===== src/rtl/v6in4_pkg.sv =====
package v6in4_pkg;
  localparam int WORD_W = 32;
  localparam int BCNT_W = 3;
  localparam int IHL_W  = 4;

  typedef enum logic [1:0] {
    VERD_FWD   = 2'd0,
    VERD_DECAP = 2'd1,
    VERD_DROP  = 2'd2
  } verdict_e;

  typedef struct packed {
    logic              vld;
    logic              sof;
    logic              eof;
    logic [BCNT_W-1:0] bcnt;
    logic [WORD_W-1:0] data;
  } beat_t;

  typedef struct packed {
    verdict_e         verd;
    logic [IHL_W-1:0] ihl;
  } ticket_t;
endpackage


===== src/rtl/v6in4_hdr_check.sv =====
module v6in4_hdr_check
  import v6in4_pkg::*;
#(
  parameter logic [7:0] TUN_PROTO = 8'd41,
  parameter int         ERR_W     = 16
) (
  input  logic              clk,
  input  logic              rst,
  input  logic              in_vld,
  input  logic              in_sof,
  input  logic              in_eof,
  input  logic [WORD_W-1:0] in_data,
  input  logic [WORD_W-1:0] local_addr,
  output logic              tk_push,
  output ticket_t           tk_data,
  output logic [ERR_W-1:0]  err_count
);
  localparam int ACC_W = 21;
  localparam int IDX_W = 4;
  localparam logic [IDX_W-1:0] IDX_MAX = '1;
  localparam logic [ERR_W-1:0] ERR_MAX = '1;

  logic [IDX_W-1:0] widx_q, idx;
  logic [IHL_W-1:0] ihl_q, ihl_c;
  logic             qual_q, qual_c, frag_q, frag_c, proto_q, proto_c;
  logic             dst_q, dst_c, done_q, done_c, first, hdr_end, sum_ok;
  logic [ACC_W-1:0] acc_q, acc_c;
  logic [16:0]      fold1;
  logic [15:0]      fold2;
  logic [ERR_W-1:0] err_q;
  verdict_e         verd;

  always_comb begin
    first   = in_vld && in_sof;
    idx     = first ? '0 : widx_q;
    ihl_c   = first ? in_data[27:24] : ihl_q;
    qual_c  = first ? (in_data[31:28] == 4'd4 && in_data[27:24] >= 4'd5) : qual_q;
    acc_c   = (first ? '0 : acc_q) + ACC_W'(in_data[31:16]) + ACC_W'(in_data[15:0]);
    frag_c  = (idx == 4'd1) ? (in_data[13] || (|in_data[12:0])) : frag_q;
    proto_c = (idx == 4'd2) ? (in_data[23:16] == TUN_PROTO) : proto_q;
    dst_c   = (idx == 4'd4) ? (in_data == local_addr) : dst_q;
    done_c  = first ? 1'b0 : done_q;
    fold1   = {1'b0, acc_c[15:0]} + 17'(acc_c[ACC_W-1:16]);
    fold2   = fold1[15:0] + 16'(fold1[16]);
    sum_ok  = (fold2 == 16'hFFFF);
    hdr_end = qual_c && (idx == IDX_W'(ihl_c - 4'd1));
    tk_push = 1'b0;
    verd    = VERD_FWD;
    if (in_vld && !done_c) begin
      if (!qual_c) begin
        tk_push = 1'b1;
      end else if (hdr_end) begin
        tk_push = 1'b1;
        if (!sum_ok)                                   verd = VERD_DROP;
        else if (proto_c && dst_c && !frag_c && !in_eof) verd = VERD_DECAP;
      end else if (in_eof) begin
        tk_push = 1'b1;
      end
    end
    tk_data = '{verd: verd, ihl: ihl_c};
  end

  always_ff @(posedge clk) begin
    if (rst) begin
      widx_q  <= '0;
      ihl_q   <= '0;
      qual_q  <= 1'b0;
      frag_q  <= 1'b0;
      proto_q <= 1'b0;
      dst_q   <= 1'b0;
      done_q  <= 1'b1;
      acc_q   <= '0;
      err_q   <= '0;
    end else if (in_vld) begin
      widx_q  <= (idx == IDX_MAX) ? IDX_MAX : idx + 1'b1;
      ihl_q   <= ihl_c;
      qual_q  <= qual_c;
      frag_q  <= frag_c;
      proto_q <= proto_c;
      dst_q   <= dst_c;
      done_q  <= done_c || tk_push;
      acc_q   <= acc_c;
      if (tk_push && verd == VERD_DROP && err_q != ERR_MAX) err_q <= err_q + 1'b1;
    end
  end

  assign err_count = err_q;

  AST_ONE_VERDICT: assert property (@(posedge clk) disable iff (rst)
    (tk_push && !(in_vld && in_sof)) |-> !$past(tk_push));
  AST_ERR_NO_DECREASE: assert property (@(posedge clk) disable iff (rst)
    1'b1 |=> (err_q >= $past(err_q)));
endmodule


===== src/rtl/v6in4_ticket_fifo.sv =====
module v6in4_ticket_fifo
  import v6in4_pkg::*;
#(
  parameter int DEPTH = 32
) (
  input  logic    clk,
  input  logic    rst,
  input  logic    push,
  input  ticket_t wdata,
  input  logic    pop,
  output ticket_t head
);
  localparam int AW = $clog2(DEPTH);

  ticket_t       mem [DEPTH];
  logic [AW:0]   wp, rp;
  logic          full, empty;

  assign empty = (wp == rp);
  assign full  = (wp[AW] != rp[AW]) && (wp[AW-1:0] == rp[AW-1:0]);
  assign head  = mem[rp[AW-1:0]];

  always_ff @(posedge clk) begin
    if (push) mem[wp[AW-1:0]] <= wdata;
  end

  always_ff @(posedge clk) begin
    if (rst) begin
      wp <= '0;
      rp <= '0;
    end else begin
      if (push) wp <= wp + 1'b1;
      if (pop)  rp <= rp + 1'b1;
    end
  end

  AST_TICKET_NO_OVERFLOW: assert property (@(posedge clk) disable iff (rst)
    push |-> !full);
  AST_TICKET_READY_AT_SOF: assert property (@(posedge clk) disable iff (rst)
    pop |-> !empty);
endmodule


===== src/rtl/v6in4_delay.sv =====
module v6in4_delay
  import v6in4_pkg::*;
#(
  parameter int DEPTH = 16
) (
  input  logic  clk,
  input  logic  rst,
  input  beat_t din,
  output beat_t dout
);
  localparam int PW = $clog2(DEPTH);
  localparam logic [PW-1:0] LAST = PW'(DEPTH - 1);

  beat_t         mem [DEPTH];
  beat_t         rd_c;
  logic [PW-1:0] wp;
  logic          primed;

  always_ff @(posedge clk) begin
    mem[wp] <= din;
  end

  always_comb begin
    rd_c     = mem[wp];
    rd_c.vld = rd_c.vld && primed;
  end

  always_ff @(posedge clk) begin
    if (rst) begin
      wp     <= '0;
      primed <= 1'b0;
      dout   <= '0;
    end else begin
      wp     <= (wp == LAST) ? '0 : wp + 1'b1;
      primed <= primed || (wp == LAST);
      dout   <= rd_c;
    end
  end
endmodule


===== src/rtl/v6in4_emit.sv =====
module v6in4_emit
  import v6in4_pkg::*;
(
  input  logic    clk,
  input  logic    rst,
  input  beat_t   rd,
  input  ticket_t head,
  output logic    pop,
  output beat_t   obeat
);
  localparam int JW = 5;
  localparam logic [JW-1:0] JMAX = '1;

  verdict_e         cur_verd, verd_w;
  logic [IHL_W-1:0] cur_ihl, ihl_w;
  logic [JW-1:0]    j_q, jw;
  logic             start, emit, osof;

  always_comb begin
    start  = rd.vld && rd.sof;
    pop    = start;
    verd_w = start ? head.verd : cur_verd;
    ihl_w  = start ? head.ihl  : cur_ihl;
    jw     = start ? '0 : j_q;
    emit   = 1'b0;
    osof   = 1'b0;
    case (verd_w)
      VERD_FWD: begin
        emit = 1'b1;
        osof = rd.sof;
      end
      VERD_DECAP: begin
        emit = (jw >= JW'(ihl_w));
        osof = (jw == JW'(ihl_w));
      end
      default: begin
        emit = 1'b0;
      end
    endcase
  end

  always_ff @(posedge clk) begin
    if (rst) begin
      obeat    <= '0;
      cur_verd <= VERD_DROP;
      cur_ihl  <= '0;
      j_q      <= JMAX;
    end else begin
      obeat.vld  <= rd.vld && emit;
      obeat.sof  <= rd.vld && emit && osof;
      obeat.eof  <= rd.vld && emit && rd.eof;
      obeat.bcnt <= rd.bcnt;
      obeat.data <= rd.data;
      if (rd.vld) begin
        cur_verd <= verd_w;
        cur_ihl  <= ihl_w;
        j_q      <= (jw == JMAX) ? JMAX : jw + 1'b1;
      end
    end
  end

  AST_IDLE_IN_IDLE_OUT: assert property (@(posedge clk) disable iff (rst)
    !rd.vld |=> !obeat.vld);
endmodule


===== src/rtl/v6in4_decap.sv =====
module v6in4_decap
  import v6in4_pkg::*;
#(
  parameter logic [WORD_W-1:0] LOCAL_RESET  = 32'h0A00_0001,
  parameter logic [7:0]        TUN_PROTO    = 8'd41,
  parameter int                DLY_DEPTH    = 16,
  parameter int                TICKET_DEPTH = 32,
  parameter int                ERR_W        = 16
) (
  input  logic              clk,
  input  logic              rst,
  input  logic              in_valid,
  input  logic              in_sof,
  input  logic              in_eof,
  input  logic [BCNT_W-1:0] in_bcnt,
  input  logic [WORD_W-1:0] in_data,
  input  logic              cfg_we,
  input  logic [WORD_W-1:0] cfg_addr,
  output logic              out_valid,
  output logic              out_sof,
  output logic              out_eof,
  output logic [BCNT_W-1:0] out_bcnt,
  output logic [WORD_W-1:0] out_data,
  output logic [ERR_W-1:0]  err_count
);
  logic [WORD_W-1:0] addr_pend, addr_live;
  beat_t             in_beat, rd_beat, out_beat;
  ticket_t           tk_wdata, tk_head;
  logic              tk_push, tk_pop;

  always_ff @(posedge clk) begin
    if (rst) begin
      addr_pend <= LOCAL_RESET;
      addr_live <= LOCAL_RESET;
    end else begin
      if (cfg_we)              addr_pend <= cfg_addr;
      if (in_valid && in_sof)  addr_live <= addr_pend;
    end
  end

  assign in_beat = '{vld: in_valid, sof: in_sof, eof: in_eof, bcnt: in_bcnt, data: in_data};

  v6in4_hdr_check #(.TUN_PROTO(TUN_PROTO), .ERR_W(ERR_W)) u_check (
    .clk(clk), .rst(rst), .in_vld(in_valid), .in_sof(in_sof), .in_eof(in_eof),
    .in_data(in_data), .local_addr(addr_live), .tk_push(tk_push), .tk_data(tk_wdata),
    .err_count(err_count)
  );

  v6in4_ticket_fifo #(.DEPTH(TICKET_DEPTH)) u_tickets (
    .clk(clk), .rst(rst), .push(tk_push), .wdata(tk_wdata), .pop(tk_pop), .head(tk_head)
  );

  v6in4_delay #(.DEPTH(DLY_DEPTH)) u_delay (
    .clk(clk), .rst(rst), .din(in_beat), .dout(rd_beat)
  );

  v6in4_emit u_emit (
    .clk(clk), .rst(rst), .rd(rd_beat), .head(tk_head), .pop(tk_pop), .obeat(out_beat)
  );

  assign out_valid = out_beat.vld;
  assign out_sof   = out_beat.sof;
  assign out_eof   = out_beat.eof;
  assign out_bcnt  = out_beat.bcnt;
  assign out_data  = out_beat.data;

  AST_ADDR_HELD_MID_PACKET: assert property (@(posedge clk) disable iff (rst)
    (in_valid && !in_sof) |=> $stable(addr_live));
endmodule


===== config.mk =====
export PLATFORM = sky130hd
export DESIGN_NAME = v6in4_decap
export DESIGN_NICKNAME = d
export VERILOG_FILES = /design/src/rtl/v6in4_pkg.sv /design/src/rtl/v6in4_hdr_check.sv /design/src/rtl/v6in4_ticket_fifo.sv /design/src/rtl/v6in4_delay.sv /design/src/rtl/v6in4_emit.sv /design/src/rtl/v6in4_decap.sv
export SDC_FILE = /design/constraint.sdc
export NUM_CORES = 1
export LEC_CHECK = 0
export BUFFER_PORTS_ARGS = -buffer_cell sky130_fd_sc_hd__buf_2
export CELL_PAD_IN_SITES_DETAIL_PLACEMENT = 1
export CELL_PAD_IN_SITES_GLOBAL_PLACEMENT = 1
export CORE_MARGIN = 10
export CORE_UTILIZATION = 53
export CTS_CLUSTER_DIAMETER = 150
export DETAILED_ROUTE_END_ITERATION = 10
export PLACE_DENSITY = 0.89
export SLEW_MARGIN = 20
export SYNTH_ARGS = -nofsm -noshare
export SYNTH_HDL_FRONTEND = slang
export SYNTH_SLANG_ARGS = --single-unit

===== constraint.sdc =====
create_clock -name clk -period 14.9 [get_ports clk]
set_input_delay 1.49 -clock clk [delete_from_list [all_inputs] [get_ports clk]]
set_output_delay 1.49 -clock clk [all_outputs]
set_load 0.005 [all_outputs]

==> results.py, run 1 <==
metrics = {
    "floorplan": {
        "fp.dieH_um": 297,
        "die_width_um": 297,
        "pin_count": 127,
        "die_area_um2": 88400,
        "coreArea_um2": 76100,
        "floorplan.initialDensity_pct": 53.6,
        "num_rows": 101,
    },
    "setup_path": {
        "startpoint": "in_valid",
        "worst-path-max-fanout": 66,
        "startpoint_types": "input port",
        "r2r_start": "u_check.acc_q[5]",
        "worstPathRequired_ns": 15.30,
        "worst_setup_end_kind": "flip-flop",
        "cp.arrival_ns": 10.84,
        "max_stage_delay_ns": 0.72,
        "slowest_stage": "nor3b_4",
        "path_class": "in -> reg",
    },
    "yosys": {
        "postSynthRegisterBits": 1021,
        "netlist_instances": 2321,
        "synthTopCellsByArea": "edfxtp_1 59%, mux4_2 14%, dfxtp_1 11%",
        "yosysTopAreaCellShare_pct": 59.0,
        "synth.yosys.seq_area_share_pct": 69.8,
        "yosys.area.top_type": "edfxtp_1",
        "post_synth_num_cell_types": 82,
        "synthesis.nets": 2455,
        "post_synth_design_cell_area_um2": 40700,
        "synth_flop_cell": "edfxtp_1",
        "synth_enable_flop_cells": 800,
        "syn_area_per_cell_um2": 17.6,
        "synth_most_common_cell": "edfxtp_1",
        "synth.top_cells.by_count": "800 x edfxtp_1, 250 x mux4_2, 221 x dfxtp_1",
        "share_of_flip_flops_with_an_asynchronous_set_or_reset_after_synthesis_pct": 0,
        "number_of_warnings_issued_by_yosys": 0,
    },
    "placement": {
        "place_hpwl_um": 65700,
        "placed_cell_area_um2": 42500,
        "port_buffers": 126,
        "gpl.final_weighted_congestion": 0.869,
        "dp.cells": 3399,
    },
    "pwr": {
        "power_mw": 6.81,
        "p_per_cell_area_nw_per_um2": 148,
        "leakagePower_nw": 15.6,
        "peakVddDrop_mv": 0.106,
    },
    "global_route": {
        "grt_antenna_before_repair": 10,
        "grt_overflow": 0,
        "grt_pass1_vias": 25300,
        "pin_count_of_the_biggest_net_entering_global_routing": 86,
        "grt_first_pass_wirelength_um": 174000,
        "gr-usage-all-layers_pct": 26.3,
    },
    "clocking": {
        "ctsHtreeMaxLevel": 3,
        "post_cts_buffers": 0,
        "insertion_delay_ns": 0.71,
        "cts_hold_repair.buffers": 0,
        "clockBufferDepth": 3,
        "cts_root_buffer": "clkbuf_16",
        "cts_inserted_buffers": 101,
        "ctsResizeCount": 0,
        "path_clk_slew_ns": 0.06,
        "number_of_clock_sinks_seen_by_cts": 1021,
        "cts_tree": "built",
    },
    "sta": {
        "rsz0062_at_grt": "false",
        "clock.fmax_ghz": 0.0957,
        "timing.max_slew.rel_slack_pct": 30.7,
        "timing_hold_violations_final": 0,
        "period_share_pct": 70.1,
        "slew_violations": 0,
        "hold_ws_ns": 0.436,
        "finalSetupViolCount": 0,
        "period_needed_ns": 10.45,
        "totalNegativeSetupSlack_ns": 0,
        "tightestPinTransition_ns": 1.03,
        "clock-skew-final_ns": 0.0435,
    },
    "hold_path": {
        "holdCritStartpoint": "u_delay.dout[26]",
        "path_category_of_the_worst_min_delay_check": "reg -> reg",
    },
    "routing": {
        "drc": 0,
        "drt-initial-drc-count": 2707,
        "totalWireLength_um": 117000,
        "dr.pass1.iters": 5,
        "avgRoutedWirePerCell_um": 32.6,
        "drtAntennaViolNets": 0,
        "routed_via_density": 6.45,
        "vias": 23200,
    },
    "finish": {
        "fillers": 6686,
        "syn2layout_area_growth_pct": 13.0,
        "layout.nets": 2607,
        "fin_area_um2": 46000,
        "multiInputGateArea_um2": 11800,
        "ff_latch_area_um2": 28500,
        "post_route_cells_drive_above_1_share_pct": 24.4,
        "layoutNonFillerInstCount": 3594,
    },
    "run": {
        "cap_viol_max_count": 0,
    },
    "run_status": {
        "status": "complete, no violations",
    },
}
-- layout make-up --
class | instances | area share (%)
clock buffers | 140 | 6.20
multi-input cells | 1159 | 25.6
flip-flops and latches | 1021 | 61.8
clock inverters | 50 | 1.34
well taps | 1030 | 2.80
diodes | 4 | 0.0217
repair buffers | 160 | 1.97
inverters | 30 | 0.245
-- layout by cell type, fill, tap and decap left out, types with 10 or more instances in the layout --
master,count
inv_1,27
and3_1,11
a21oi_1,76
xor2_1,47
o31ai_1,10
clkinv_2,19
buf_4,33
fa_1,18
nor4_1,16
a21o_1,10
clkbuf_16,102
nand3_1,17
nor3_1,25
ha_1,43
nand4_1,18
clkinv_1,11
nor2b_1,87
and2_2,12
mux4_2,250
dfxtp_1,215
nand2_1,109
and2_1,24
o21ai_0,16
clkbuf_1,22
xnor2_1,19
buf_2,125
bufinv_16,10
mux2i_1,55
nor2_1,156
clkbuf_8,17
edfxtp_1,800
-- sequential cells by signal, indices dropped and copies added (netlist names), 2 cells and up, named ones only --
register and flops:
u_emit.cur_verd 2, u_delay.wp 4, addr_live 32, addr_pend 32, u_delay.dout 38, u_check.err_count 16, u_emit.cur_ihl 4, u_emit.obeat 38
u_check.ihl_q 4, u_emit.j_q 5, u_tickets.wp 5, u_tickets.mem 192, u_tickets.rp 5, u_check.widx_q 4, u_delay.mem 608, u_check.acc_q 21
-- per-layer routing --
layer / part of all wire [%] / GRT usage [%] / up-vias
li1: - / - / 9375
met1: 36 / 32.5 / 12100
met2: 51 / 44.6 / 1371
met3: 7.9 / 4.81 / 379
met4: 5.0 / 12.7 / 10
met5: 0.047 / 0 / -
-- report_power, final --
part           switching, mW  leakage, nW  internal, mW
clock                   1.15         1.70          1.53
combinational          0.567         4.70         0.349
sequential            0.0575         9.22          3.16
-- critical path, delay by kind of cell --
kind                     cells  cell delay (ns)
adder cells (fa/ha/maj)      4             1.57
AND/OR/NAND/NOR             13             3.08
buffers and inverters        5             1.42
AO/OA/AOI/OAI               13             2.87
XOR/XNOR                     1             0.30
-- final timing paths --
check	end	slack, ns	cells past startpoint
min	u_emit.obeat[26]	0.44	1
min reg2reg	u_emit.obeat[26]	0.44	1
max reg2reg	u_tickets.mem[15][5]	6.19	32
max	u_tickets.mem[15][5]	4.45	36
-- logic make-up after synthesis --
logic type / share of synthesized area (%)
buffers and inverters: 1.32
adder cells (fa/ha/maj): 2.20
AND/OR/NAND/NOR: 6.75
multiplexers: 15.3
XOR/XNOR: 1.54
flip-flops: 69.8
AO/OA/AOI/OAI: 3.06
-- stage by stage --
stage | worst slack, ns | utilization (%)
floorplan | 5.47 | -
CTS | 4.50 | 60.5
detailed placement | 4.18 | 55.9
global route | 3.87 | 60.5
finish | 4.45 | 60.5
global placement | 4.86 | 55.9
Note: power is estimated with default switching activity, not from simulation.
==> inputs of run 2 (changes only) <==
ABC_AREA = 1   (was default)
CORE_UTILIZATION = 45   (was 53)
PLACE_DENSITY = 0.86   (was 0.89)
clock period = 8.6 ns   (was 14.9 ns; I/O delays follow)
==> run 2 against run 1 <==
Total power increased by 68%. Register-to-register slack got worse by 4.9 ns. Die area increased by 19%. Clock skew increased by 0.031 ns. Clock power increased by 69%. Sequential share of layout area decreased by 1.3 points. Critical path depth increased by 11. Non-clock buffer count increased by 19. Count of clock-buffer cells in the layout increased by 4. Cell count increased by 43%. Largest cell class unchanged. Largest power group unchanged.
==> results.py, run 2 <==
metrics = {
    "routing": {
        "routed_via_density": 5.98,
        "drt-initial-drc-count": 3691,
        "dr.pass1.iters": 6,
        "vias": 30700,
        "avgRoutedWirePerCell_um": 26.0,
        "drc": 0,
        "totalWireLength_um": 134000,
        "drtAntennaViolNets": 0,
    },
    "finish": {
        "post_route_cells_drive_above_1_share_pct": 11.2,
        "layout.nets": 3930,
        "layout.cells.most_common": "edfxtp_1",
        "final_cell_mix": "800 x edfxtp_1, 709 x nor2_1, 525 x o21ai_0",
        "syn2layout_area_growth_pct": 13.0,
        "top_regs": "u_delay.mem: 608 flops, u_tickets.mem: 192 flops",
        "flip_flop_count_of_the_largest_register_all_copies_and_words_added": 608,
        "fin_area_um2": 47100,
        "max_flop_register": "u_delay.mem",
    },
    "clocking": {
        "cts_root_buffer": "clkbuf_16",
        "cts_hold_repair.buffers": 0,
        "post_cts_buffers": 0,
        "ctsHtreeMaxLevel": 3,
        "ctsResizeCount": 0,
        "clockBufferDepth": 3,
        "path_clk_slew_ns": 0.06,
        "number_of_clock_sinks_seen_by_cts": 1021,
        "cts_inserted_buffers": 100,
        "cts_tree": "built",
        "insertion_delay_ns": 0.72,
    },
    "setup_path": {
        "slowest_stage": "inv_1",
        "startpoint_types": "input port",
        "worst_path_most_repeated_cell": "nand2_1",
        "worstPathRequired_ns": 8.94,
        "path_class": "in -> reg",
        "cp.arrival_ns": 8.15,
        "worst_setup_end_kind": "flip-flop",
        "worst-path-max-fanout": 32,
        "max_stage_delay_ns": 0.73,
    },
    "yosys": {
        "synthTopCellsByArea": "edfxtp_1 58%, dfxtp_1 11%, nor2_1 6.6%",
        "synth_most_common_cell": "edfxtp_1",
        "yosysTopAreaCellShare_pct": 57.7,
        "synth_enable_flop_cells": 800,
        "post_synth_design_cell_area_um2": 41600,
        "synth.yosys.seq_area_share_pct": 68.3,
        "netlist_instances": 3720,
        "post_synth_num_cell_types": 55,
        "syn_area_per_cell_um2": 11.2,
        "synthesis.nets": 3854,
        "synth.top_cells.by_count": "800 x edfxtp_1, 728 x nor2_1, 525 x o21ai_0",
        "postSynthRegisterBits": 1021,
        "share_of_flip_flops_with_an_asynchronous_set_or_reset_after_synthesis_pct": 0,
        "number_of_warnings_issued_by_yosys": 0,
        "yosys.area.top_type": "edfxtp_1",
        "synth_flop_cell": "edfxtp_1",
    },
    "pwr": {
        "p_per_cell_area_nw_per_um2": 243,
        "leakagePower_nw": 16.5,
        "peakVddDrop_mv": 0.172,
    },
    "global_route": {
        "pin_count_of_the_biggest_net_entering_global_routing": 229,
        "grt_pass1_vias": 32500,
        "gr-usage-all-layers_pct": 25.0,
        "grt_overflow": 0,
        "grt_antenna_before_repair": 8,
        "grt_first_pass_wirelength_um": 200000,
    },
    "sta": {
        "timing.max_slew.rel_slack_pct": 23.0,
        "finalSetupViolCount": 0,
        "tightestPinTransition_ns": 1.16,
        "rsz0062_at_grt": "false",
        "timing_hold_violations_final": 0,
        "totalNegativeSetupSlack_ns": 0,
        "period_share_pct": 90.7,
        "clock.fmax_ghz": 0.128,
        "hold_ws_ns": 0.358,
        "clock-skew-final_ns": 0.0743,
        "slew_violations": 0,
        "period_needed_ns": 7.80,
    },
    "placement": {
        "gpl.final_weighted_congestion": 0.870,
        "placed_cell_area_um2": 43600,
        "place_hpwl_um": 78100,
        "port_buffers": 126,
    },
    "floorplan": {
        "num_rows": 111,
        "fp.dieH_um": 324,
        "floorplan.initialDensity_pct": 45.4,
        "die_area_um2": 105000,
        "die_width_um": 324,
        "pin_count": 127,
        "coreArea_um2": 91800,
    },
    "run_status": {
        "status": "complete, no violations",
    },
    "hold_path": {
        "path_category_of_the_worst_min_delay_check": "in -> reg",
    },
    "run": {
        "cap_viol_max_count": 0,
    },
}
[run 2: cell count changes in the layout (fill, tap and decap cells not counted), moves of 35 or more]
cell	change
a41oi_1	+35
nand3_1	+53
o22ai_1	+204
inv_1	+172
mux2i_1	-55
o21ai_0	+509
nor2_1	+553
nand2_1	+277
mux4_2	-250
nor2b_1	-87
[run 2: power breakdown]
part	switching [mW]	total [mW]	internal, mW
Combinational	0.975	1.36	0.386
Sequential	0.0662	5.54	5.47
Clock	1.99	4.54	2.56
Total	3.03	11.4	8.41
[run 2: worst paths after layout]
check | startpoint | slack (ns) | to | cells past startpoint
setup / recovery | in_sof | 0.80 | u_tickets.mem[31][5] | 47
setup reg to reg | u_check.acc_q[1] | 1.34 | u_tickets.mem[31][5] | 45
hold reg to reg | u_delay.dout[14] | 0.41 | u_emit.obeat[14] | 2
hold / removal | cfg_addr[12] | 0.36 | addr_pend[12] | 3
[run 2: final cells by class]
type / instances / area [um2]
repair buffers: 179 / 1070
clock inverters: 46 / 574
fillers: 9585 / 44700
multi-input cells: 2283 / 11800
well taps: 1243 / 1560
flip-flops and latches: 1021 / 28500
inverters: 211 / 805
diodes: 4 / 10.0
clock buffers: 144 / 2830
[run 2: kinds of logic after synthesis]
| family | count (synthesis) | synth area share [%] |
|---|---|---|
| and+or+nand+nor | 1297 | 12.7 |
| AOI/OAI and AO/OA | 866 | 11.8 |
| buffers and inverters | 416 | 3.80 |
| adders and majority gates | 61 | 2.16 |
| xor gates and xnor gates | 59 | 1.24 |
| DFF | 1021 | 68.3 |
[run 2: worst max-delay path, delay by kind of cell]
family | cells | cell delay (ns)
and+or+nand+nor | 35 | 3.60
adders and majority gates | 6 | 1.84
xor gates and xnor gates | 1 | 0.28
buffers and inverters | 5 | 1.50
[run 2: metrics by stage]
stage          power [mW]  worst slack, ns  utilization (%)  std cells
4_1_cts              11.5            0.925             51.2       5126
5_1_grt              11.8            0.158             51.3       5128
3_3_place_gp         6.88            0.663             47.5       4936
2_1_floorplan        6.47            0.404                -       3720
3_5_place_dp         6.96            0.241             47.5       4936
6_report             11.4            0.796             51.3       5131
[run 2: metal layers]
| layer | global-route usage [%] | up-vias | wire length [um] |
|---|---|---|---|
| li1 | - | 13300 | - |
| met3 | 5.04 | 367 | 12100 |
| met1 | 30.8 | 15400 | 50500 |
| met5 | 0 | - | 7 |
| met4 | 9.98 | 2 | 5170 |
| met2 | 42.9 | 1594 | 65800 |
